`config.mk`:
```
export PLATFORM = sky130hd
export DESIGN_NAME = cmpxchg_unit
export DESIGN_NICKNAME = d
export VERILOG_FILES = /design/src/rtl/cx_pkg.sv /design/src/rtl/cx_form_chk.sv /design/src/rtl/cx_dp.sv /design/src/rtl/cx_seq.sv /design/src/rtl/cmpxchg_unit.sv
export SDC_FILE = /design/constraint.sdc
export NUM_CORES = 1
export LEC_CHECK = 0
export BUFFER_PORTS_ARGS = -buffer_cell sky130_fd_sc_hd__buf_2
export CORE_ASPECT_RATIO = 1.4
export CORE_MARGIN = 4
export CORE_UTILIZATION = 54
export DETAILED_ROUTE_END_ITERATION = 10
export PLACE_DENSITY = 0.87
export SYNTH_ARGS = -nofsm -noshare
export SYNTH_HDL_FRONTEND = slang
export SYNTH_SLANG_ARGS = --single-unit
```
`constraint.sdc`:
```
create_clock -name clk_i -period 6.55 [get_ports clk_i]
set_input_delay 1.965 -clock clk_i [delete_from_list [all_inputs] [get_ports clk_i]]
set_output_delay 1.965 -clock clk_i [all_outputs]
set_load 0.01 [all_outputs]
```
`src/rtl/cx_pkg.sv`:
```
package cx_pkg;
  typedef enum logic [2:0] {
    ST_IDLE,
    ST_CHECK,
    ST_READ,
    ST_COMPARE,
    ST_WRITE,
    ST_DONE,
    ST_FAULT
  } cx_state_e;
endpackage

```
`src/rtl/cx_form_chk.sv`:
```
module cx_form_chk (
  input  logic is_mem_i,
  input  logic lock_pfx_i,
  output logic illegal_o,
  output logic lock_req_o
);
  // register destination is illegal regardless of prefix
  assign illegal_o  = !is_mem_i;
  assign lock_req_o = lock_pfx_i && is_mem_i;
endmodule

```
`src/rtl/cx_dp.sv`:
```
module cx_dp #(
  parameter int unsigned HALF_W = 32,
  parameter int unsigned ADDR_W = 8
) (
  input  logic                clk_i,
  input  logic                rst_ni,
  input  logic                cap_i,
  input  logic                rd_cap_i,
  input  logic                cmp_i,
  input  logic [HALF_W-1:0]   exp_hi_i,
  input  logic [HALF_W-1:0]   exp_lo_i,
  input  logic [2*HALF_W-1:0] swap_val_i,
  input  logic [ADDR_W-1:0]   addr_i,
  input  logic [2*HALF_W-1:0] rdata_i,
  output logic [HALF_W-1:0]   exp_hi_o,
  output logic [HALF_W-1:0]   exp_lo_o,
  output logic [2*HALF_W-1:0] swap_q_o,
  output logic [ADDR_W-1:0]   addr_q_o,
  output logic                match_o,
  output logic                equal_o
);
  localparam int unsigned WORD_W = 2 * HALF_W;

  logic [HALF_W-1:0] hi_q, lo_q;
  logic [WORD_W-1:0] rd_q, swap_q;
  logic [ADDR_W-1:0] addr_q;
  logic              eq_q;

  assign match_o = (rd_q == {hi_q, lo_q});

  always_ff @(posedge clk_i or negedge rst_ni) begin
    if (!rst_ni) begin
      hi_q   <= '0;
      lo_q   <= '0;
      rd_q   <= '0;
      swap_q <= '0;
      addr_q <= '0;
      eq_q   <= 1'b0;
    end else begin
      if (cap_i) begin
        hi_q   <= exp_hi_i;
        lo_q   <= exp_lo_i;
        swap_q <= swap_val_i;
        addr_q <= addr_i;
      end
      if (rd_cap_i) rd_q <= rdata_i;
      if (cmp_i) begin
        eq_q <= match_o;
        if (!match_o) begin
          hi_q <= rd_q[WORD_W-1:HALF_W];
          lo_q <= rd_q[HALF_W-1:0];
        end
      end
    end
  end

  assign exp_hi_o = hi_q;
  assign exp_lo_o = lo_q;
  assign swap_q_o = swap_q;
  assign addr_q_o = addr_q;
  assign equal_o  = eq_q;

  AST_HIT_KEEPS_EXP: assert property (@(posedge clk_i) disable iff (!rst_ni)
    (cmp_i && match_o) |=> ($stable(exp_hi_o) && $stable(exp_lo_o) && equal_o));
  AST_MISS_LOADS_EXP: assert property (@(posedge clk_i) disable iff (!rst_ni)
    (cmp_i && !match_o) |=> ({exp_hi_o, exp_lo_o} == $past(rd_q) && !equal_o));
endmodule

```
`src/rtl/cx_seq.sv`:
```
module cx_seq
  import cx_pkg::*;
(
  input  logic clk_i,
  input  logic rst_ni,
  input  logic start_i,
  input  logic illegal_i,
  input  logic lock_req_i,
  input  logic match_i,
  input  logic mem_ready_i,
  input  logic mem_rvalid_i,
  output logic cap_o,
  output logic rd_cap_o,
  output logic cmp_o,
  output logic mem_req_o,
  output logic mem_we_o,
  output logic lock_o,
  output logic busy_o,
  output logic done_o,
  output logic fault_o
);
  cx_state_e state_q, state_d;
  logic      illegal_q, lock_q, rd_acc_q;

  always_comb begin
    state_d = state_q;
    unique case (state_q)
      ST_IDLE:    if (start_i) state_d = ST_CHECK;
      ST_CHECK:   state_d = illegal_q ? ST_FAULT : ST_READ;
      ST_READ:    if (rd_acc_q && mem_rvalid_i) state_d = ST_COMPARE;
      ST_COMPARE: state_d = match_i ? ST_WRITE : ST_DONE;
      ST_WRITE:   if (mem_ready_i) state_d = ST_DONE;
      ST_DONE:    state_d = ST_IDLE;
      ST_FAULT:   state_d = ST_IDLE;
      default:    state_d = ST_IDLE;
    endcase
  end

  always_ff @(posedge clk_i or negedge rst_ni) begin
    if (!rst_ni) begin
      state_q   <= ST_IDLE;
      illegal_q <= 1'b0;
      lock_q    <= 1'b0;
      rd_acc_q  <= 1'b0;
    end else begin
      state_q <= state_d;
      if (cap_o) begin
        illegal_q <= illegal_i;
        lock_q    <= lock_req_i;
      end
      if (state_q != ST_READ) rd_acc_q <= 1'b0;
      else if (mem_ready_i)   rd_acc_q <= 1'b1;
    end
  end

  assign cap_o     = (state_q == ST_IDLE) && start_i;
  assign rd_cap_o  = (state_q == ST_READ) && rd_acc_q && mem_rvalid_i;
  assign cmp_o     = (state_q == ST_COMPARE);
  assign mem_req_o = ((state_q == ST_READ) && !rd_acc_q) || (state_q == ST_WRITE);
  assign mem_we_o  = (state_q == ST_WRITE);
  assign lock_o    = lock_q && ((state_q == ST_READ) || (state_q == ST_COMPARE) ||
                                (state_q == ST_WRITE));
  assign busy_o    = (state_q != ST_IDLE);
  assign done_o    = (state_q == ST_DONE);
  assign fault_o   = (state_q == ST_FAULT);

  AST_FAULT_CLEAN: assert property (@(posedge clk_i) disable iff (!rst_ni)
    fault_o |-> (!lock_o && !mem_req_o && $past(!mem_req_o)));
  AST_REQ_HOLD: assert property (@(posedge clk_i) disable iff (!rst_ni)
    (mem_req_o && !mem_ready_i) |=> (mem_req_o && $stable(mem_we_o)));
  AST_LOCK_HELD: assert property (@(posedge clk_i) disable iff (!rst_ni)
    lock_o |=> (lock_o || done_o));
  AST_DONE_PULSE: assert property (@(posedge clk_i) disable iff (!rst_ni)
    done_o |=> !done_o);
  AST_DONE_XOR_FAULT: assert property (@(posedge clk_i) disable iff (!rst_ni)
    !(done_o && fault_o));
  AST_START_IGNORED: assert property (@(posedge clk_i) disable iff (!rst_ni)
    (busy_o && start_i) |-> !cap_o);
endmodule

```
`src/rtl/cmpxchg_unit.sv`:
```
module cmpxchg_unit #(
  parameter int unsigned HALF_W = 32,
  parameter int unsigned ADDR_W = 8
) (
  input  logic                clk_i,
  input  logic                rst_ni,
  input  logic                start_i,
  input  logic                is_mem_i,
  input  logic                lock_pfx_i,
  input  logic [ADDR_W-1:0]   addr_i,
  input  logic [HALF_W-1:0]   exp_hi_i,
  input  logic [HALF_W-1:0]   exp_lo_i,
  input  logic [2*HALF_W-1:0] swap_val_i,
  output logic                busy_o,
  output logic                done_o,
  output logic                fault_o,
  output logic                equal_o,
  output logic [HALF_W-1:0]   exp_hi_o,
  output logic [HALF_W-1:0]   exp_lo_o,
  output logic                lock_o,
  output logic                mem_req_o,
  output logic                mem_we_o,
  output logic [ADDR_W-1:0]   mem_addr_o,
  output logic [2*HALF_W-1:0] mem_wdata_o,
  input  logic                mem_ready_i,
  input  logic                mem_rvalid_i,
  input  logic [2*HALF_W-1:0] mem_rdata_i
);
  logic illegal, lock_req, cap, rd_cap, cmp, match;

  cx_form_chk i_form (
    .is_mem_i   (is_mem_i),
    .lock_pfx_i (lock_pfx_i),
    .illegal_o  (illegal),
    .lock_req_o (lock_req)
  );

  cx_seq i_seq (
    .clk_i        (clk_i),
    .rst_ni       (rst_ni),
    .start_i      (start_i),
    .illegal_i    (illegal),
    .lock_req_i   (lock_req),
    .match_i      (match),
    .mem_ready_i  (mem_ready_i),
    .mem_rvalid_i (mem_rvalid_i),
    .cap_o        (cap),
    .rd_cap_o     (rd_cap),
    .cmp_o        (cmp),
    .mem_req_o    (mem_req_o),
    .mem_we_o     (mem_we_o),
    .lock_o       (lock_o),
    .busy_o       (busy_o),
    .done_o       (done_o),
    .fault_o      (fault_o)
  );

  cx_dp #(.HALF_W(HALF_W), .ADDR_W(ADDR_W)) i_dp (
    .clk_i      (clk_i),
    .rst_ni     (rst_ni),
    .cap_i      (cap),
    .rd_cap_i   (rd_cap),
    .cmp_i      (cmp),
    .exp_hi_i   (exp_hi_i),
    .exp_lo_i   (exp_lo_i),
    .swap_val_i (swap_val_i),
    .addr_i     (addr_i),
    .rdata_i    (mem_rdata_i),
    .exp_hi_o   (exp_hi_o),
    .exp_lo_o   (exp_lo_o),
    .swap_q_o   (mem_wdata_o),
    .addr_q_o   (mem_addr_o),
    .match_o    (match),
    .equal_o    (equal_o)
  );

  AST_WRITE_ONLY_ON_HIT: assert property (@(posedge clk_i) disable iff (!rst_ni)
    (mem_req_o && mem_we_o) |-> equal_o);
  AST_MISS_NO_WRITE: assert property (@(posedge clk_i) disable iff (!rst_ni)
    (done_o && !equal_o) |-> $past(!mem_we_o));
  AST_LOCK_OFF_AT_END: assert property (@(posedge clk_i) disable iff (!rst_ni)
    (done_o || fault_o) |-> !lock_o);
endmodule

```
# Word-level counts from Yosys, hierarchy flattened

Index checks and enable logic that the tools add are counted.

Input port bits: 207
Output and inout port bits: 143
Bits in latches: 0
Memory bits (read-only): 0
Memory bits (writable): 0
Register bits after elaboration: 207
Memories kept: 0
Word-level logic and storage cells: 51

Bitwise logic cells: 0
Shift-type cells: 0
Divide/modulo/power cells: 0
Eq/ne operators: 11
Multipliers: 0
Reductions and logical operators: 16
Add/subtract/negate cells: 0
Mux-type cells: 14
$lt $le $gt $ge: 0

Operator list:

| operator             | number |
|---|---|
| $mux W32             | 6 |
| $eq A64 B64 Y1       | 1 |
| $pmux W3 S5          | 1 |
| $mux W3              | 4 |
| $eq A3 B3 Y1 const B | 3 |
| $logic_and A1 B1 Y1  | 7 |
| $eq A3 B2 Y1 const B | 2 |
| $ne A2 B1 Y1 const B | 2 |
| $eq A3 B1 Y1 const B | 1 |
| $logic_not A3 Y1     | 1 |
| $logic_or A1 B1 Y1   | 3 |
| $mux W1              | 3 |
| $ne A3 B2 Y1 const B | 1 |
| $reduce_and A3 Y1    | 1 |
| $reduce_bool A3 Y1   | 1 |
| $logic_not A1 Y1     | 2 |
| $ne A2 B2 Y1 const B | 1 |
| $reduce_bool A2 Y1   | 1 |

# Logic depth before layout (Yosys ltp)

Word-level depth: 5
Depth in mapped cells: 8
Mapped depth without buffers: 6

# Hierarchy

Synthesis repeated with hierarchy kept, for this count alone.

Cell total of the unflattened synthesis: 619
Area total of the unflattened synthesis: 9529.1 sq um

By module, submodules not included:

| module      | area each (sq um) | seq. area each (sq um) | instances | cells an instance |
|---|---|---|---|---|
| cx_dp       | 9157.5            | 5029.8                 | 1         | 581 |
| cx_seq      | 361.6             | 150.1                  | 1         | 36 |
| cx_form_chk | 10.0              | 0.0                    | 1         | 2 |

# Worst setup path after synthesis

No wires, ideal clock.

Path type: input -> register
Start: input port start_i
End: register i_dp.lo_q[22] (netlist: i_dp.exp_lo_o[22])
Arrival: 3.398 ns
Stages on the path: 6
Path buffers: 2
Library setup time: 0.125 ns
Path slack: 3.027 ns
Data required time: 6.425 ns
Path through: nor2b_1 -> nor3b_2 -> buf_2 -> buf_2 -> mux2_2 -> mux2_4

Longest elaborated chain between the ends: 4

RTL lines:

| element                | RTL line          | RTL |
|---|---|---|
| start: declaration     | cmpxchg_unit.sv:7 | `input logic start_i,` |
| $logic_and A1 B1 Y1 *  | cx_seq.sv:56      | `assign cap_o = (state_q == ST_IDLE) && start_i;` |
| $mux W32 *             | cx_dp.sv:40       | `if (cap_i) begin` |
| $mux W32               | cx_dp.sv:49       | `if (!match_o) begin` |
| $mux W32 *             | cx_dp.sv:47       | `if (cmp_i) begin` |
| end signal: assignment | cx_dp.sv:42       | `lo_q <= exp_lo_i;` |
| end signal: assignment | cx_dp.sv:51       | `lo_q <= rd_q[HALF_W-1:0];` |
| end: declaration       | cx_dp.sv:24       | `logic [HALF_W-1:0] hi_q, lo_q;` |

Every way passes the cells marked *; elsewhere a longest branch is shown, timed or not.
A chain may end at the register's enable or synchronous reset.

# Worst setup path after layout

Start: register i_seq.state_q[1]
End: output port mem_req_o

Longest elaborated chain between the ends: 3
Elaborated cells on any way between the ends: 4
Those cells by class: 2 x eq/ne; 2 x reduce/logical

RTL lines:

| element                  | RTL line           | RTL |
|---|---|---|
| start: declaration       | cx_seq.sv:22       | `cx_state_e state_q, state_d;` |
| start signal: assignment | cx_seq.sv:46       | `state_q <= state_d;` |
| $eq A3 B2 Y1             | cx_seq.sv:59       | `assign mem_req_o = ((state_q == ST_READ) && !rd_acc_q) \|\| (state_q == ST_WRITE);` |
| $logic_and A1 B1 Y1      | cx_seq.sv:59       |  |
| $logic_or A1 B1 Y1 *     | cx_seq.sv:59       |  |
| end: declaration         | cmpxchg_unit.sv:21 | `output logic mem_req_o,` |

Marked as above.

==> summary by stage <==
Timing
The measured slew at the worst slew-check pin is 0.9671 ns. The worst path needs 3.646 ns of the cycle, external delays included. Setup repair after global routing left no endpoint under its margin.

Setup violations remaining at the end of the flow were counted as 0. On the final layout, the worst clock skew is 0.01217 ns. The final cycle utilization of the critical path is 55.66%. Adding up every negative setup slack in the final design gives 0 ns.

The final-report hold violation count is 0. Timing would allow up to 0.2743 GHz. The number of slew-limit violations in the final report is 0. The worst relative slew slack is 35.53%.

Die
After floorplanning, the core was divided into 56 placement rows. The region available for standard cell placement spans between 15000 and 20000 µm². The die covers a little under 20000 µm². The starting utilization of the core area is 55.63%.

The die width is ~120 µm. The chip height is between 150 and 200 µm. During I/O placement, the number of pins put on the boundary was 350.

Flow run
Across the run, the number of max-cap violations was 0.

Clocking
In this run the number of H-tree levels came out at 1. The post-CTS setup buffer count is 0. The total CTS buffers is 21. For the worst-skew pair, the clock arrives at the later sink with an insertion delay of 0.48 ns.

The clock passes through at most 3 buffers. The clock net sink count is 207. The post-CTS clock slew at the launch and capture registers of the worst setup and hold paths is 0.06 ns. The TritonCTS clock tree is built. The post-cts resize count is 0. The tree is rooted in a sky130_fd_sc_hd__clkbuf_16. Hold repair after CTS inserted 0 buffers.

Setup path
For the worst flop-to-flop path, the logic depth is 7. The type of the worst setup path is reg -> out. The worst setup path is launched from a flip-flop. The worst-path maximum fanout is 10. The cell at the slowest stage of the critical path is sky130_fd_sc_hd__dfrtp_1. For the worst setup path, the data required time is 4.59 ns. On the worst path, the slowest cell contributes a delay of between 0.5 and 0.6 ns. STA classifies the critical path endpoint as an output pin. The signal on the critical path passes through nand2b_1, o21a_1, nor2_1, buf_2.

Data arrives at the worst endpoint at 1.68 ns.

Power and ir drop
Summing internal, switching and leakage power gives 6.069 mW. Dividing total power by cell area gives a power density of 504.6 nW/µm². IR analysis of the VDD net gives a maximum drop of 0.3261 mV. The leakage power summed over all cells is ~6.1 nW.

Logic synthesis
The fraction of the yosys area taken by sequential cells is 54.91%. Averaged over all synthesized cells, the footprint is 15.17 µm². The number of instances in the synthesized netlist is between 600 and 700. In this run, synthesis produced a sequential element count of about 210. The post-synth net total is just over 800. The number of different library cells used by synthesis comes to 28. The count of synthesis-stage warnings from yosys is 0. The cell area that synthesis handed to floorplanning was 9433 µm².

Cells and area
The signed area change from the synthesized netlist to the final layout is 27.50%. The final cell utilization of the core is 70.93%. The final layout net count is 1175.

Of the cells placed in the final design, the portion with a size suffix greater than 1 is 66.84%. The flip-flop and latch area is 5180 µm². The multi-input gate area in the final layout is 4065 µm². In the layout the commonest cells are sky130_fd_sc_hd__buf_2 (348), sky130_fd_sc_hd__mux2_2 (216), sky130_fd_sc_hd__dfrtp_1 (207). The most common library cell in the layout ignoring fill and taps is sky130_fd_sc_hd__buf_2. Counting the fill cells in the layout gives 1171.

Drt
After detailed routing, the number of remaining DRC violations is 0. Detailed routing placed a total of 1.938 mm of wire on met3. The first routing iteration left 340 violations.

Dividing the detail-routed wire length by the instance count gives 20.20 µm. The total iterations of the first detailed-routing run is 4. Summed over all layers, the routed wires come to 24.59 mm.

The length of routed wiring on met1 is 8.531 mm. The number of nets with antenna violations after routing is 0. The highest signal layer in the routed design is met5. Summed over all nets, wire length on met2 after detailed routing comes to 13.22 mm. Dividing the detail-routed via count by the number of cells gives around 5.3.

Summing over every cut layer, the via total after detailed routing is around 6400.

Global route
The via count of the first global-routing pass is 6982. The maximum number of pins on one net before global-route repair is 131. The overall routing resource usage is 24.30%. The initial antenna violation count was 5.

The total grt overflow is 0. The first-pass GRT wire length is 37.49 mm.

Hold path
The type of the worst min-delay path is reg -> reg. The hold path depth is 1.

Outcome
The flow ran to the end, and the final reports show no timing, DRC or antenna violations.

Placement
The congestion estimate from routability-driven global placement came to 0.7796. The quantity of I/O buffers inserted on ports is ~350. The placed wire-length estimate is 17.85 mm.
## sequential cells by signal, summed over array words and instances, names as in the netlist, 3 cells and up
register       flops
i_seq.state_q      3
i_dp.exp_hi_o     32
i_dp.swap_q_o     64
i_dp.rd_q         64
i_dp.addr_q_o      8
i_dp.exp_lo_o     32
## cells in the mapped netlist (all sizes together)
cell    instances  area share [%]
a21oi           1           0.053
a31oi           2            0.13
and3            1           0.066
buf            25             1.9
clkbuf          6            0.24
dfrtp         207              55
inv             2           0.080
mux2          265              34
nand2           2           0.080
nand2b          2            0.13
nand3           1           0.053
nand4           4            0.27
nor2           10            0.40
nor2b           2            0.13
nor3            2            0.16
nor3b           1            0.13
nor4           17             1.2
o21a            2            0.16
o21ai           2            0.11
o22ai           1           0.066
or3             2            0.13
xnor2           1           0.093
xor2           64             5.9
## worst paths after layout
kind | startpoint | end | slack, ns
max | i_seq.state_q[1] | mem_req_o | 2.90
min | i_dp.swap_q_o[34] | i_dp.swap_q_o[34] | 0.50
max reg2reg | i_dp.exp_hi_o[29] | i_dp.exp_hi_o[0] | 3.46
min reg2reg | i_dp.swap_q_o[34] | i_dp.swap_q_o[34] | 0.50
max in group asynchronous | rst_ni | i_dp.swap_q_o[42] | 3.93
min in group asynchronous | rst_ni | i_dp.exp_hi_o[8] | 1.49
## metal layers
metal	track usage (%)	up-vias
li1	-	2900
met4	9.536	4
met1	26.12	3171
met2	45.29	258
met5	0	-
met3	6.543	57
## logic make-up after synthesis
kind of cell | Yosys count | share of synthesized area (%)
muxes | 265 | 33.59
DFF | 207 | 54.91
xor gates and xnor gates | 65 | 6.035
and+or+nand+nor | 44 | 2.746
buffers and inverters | 33 | 2.202
AOI/OAI and AO/OA | 8 | 0.5172
## stage by stage
step	instances	hold WS, ns	setup WS (ns)	cell area, µm²
finish	1217	0.4991	2.904	12030
global route	1215	0.5142	2.793	12020
detailed placement	1177	0.4901	2.490	11350
CTS	1212	0.5034	2.877	12010
global placement	1177	0.4834	2.564	11350
floorplan	622	0.4959	3.027	9433
## final cells by class
cell class                 count  share of cell area [%]
sequential                   207                   43.07
multi-input combinational    382                   33.80
timing repair buffer         354                   15.01
clock buffer                  29                   5.035
tap                          232                   2.414
clock inverter                 6                  0.4994
antenna                        5                  0.1040
inverter                       2                 0.06242
## power by group
| part | total, mW | switching, mW | internal (mW) |
|---|---|---|---|
| logic | 2.54 | 1.12 | 1.42 |
| clock network | 1.16 | 0.478 | 0.683 |
| registers | 2.37 | 0.482 | 1.89 |
## worst max-delay path: cells and delay by family (launching register included)
family | cells | cell delay, ns
AOI/OAI and AO/OA | 1 | 0.21
and+or+nand+nor | 2 | 0.29
DFF | 1 | 0.56
buffers and inverters | 1 | 0.15
Power figures use the tool's default switching activity.
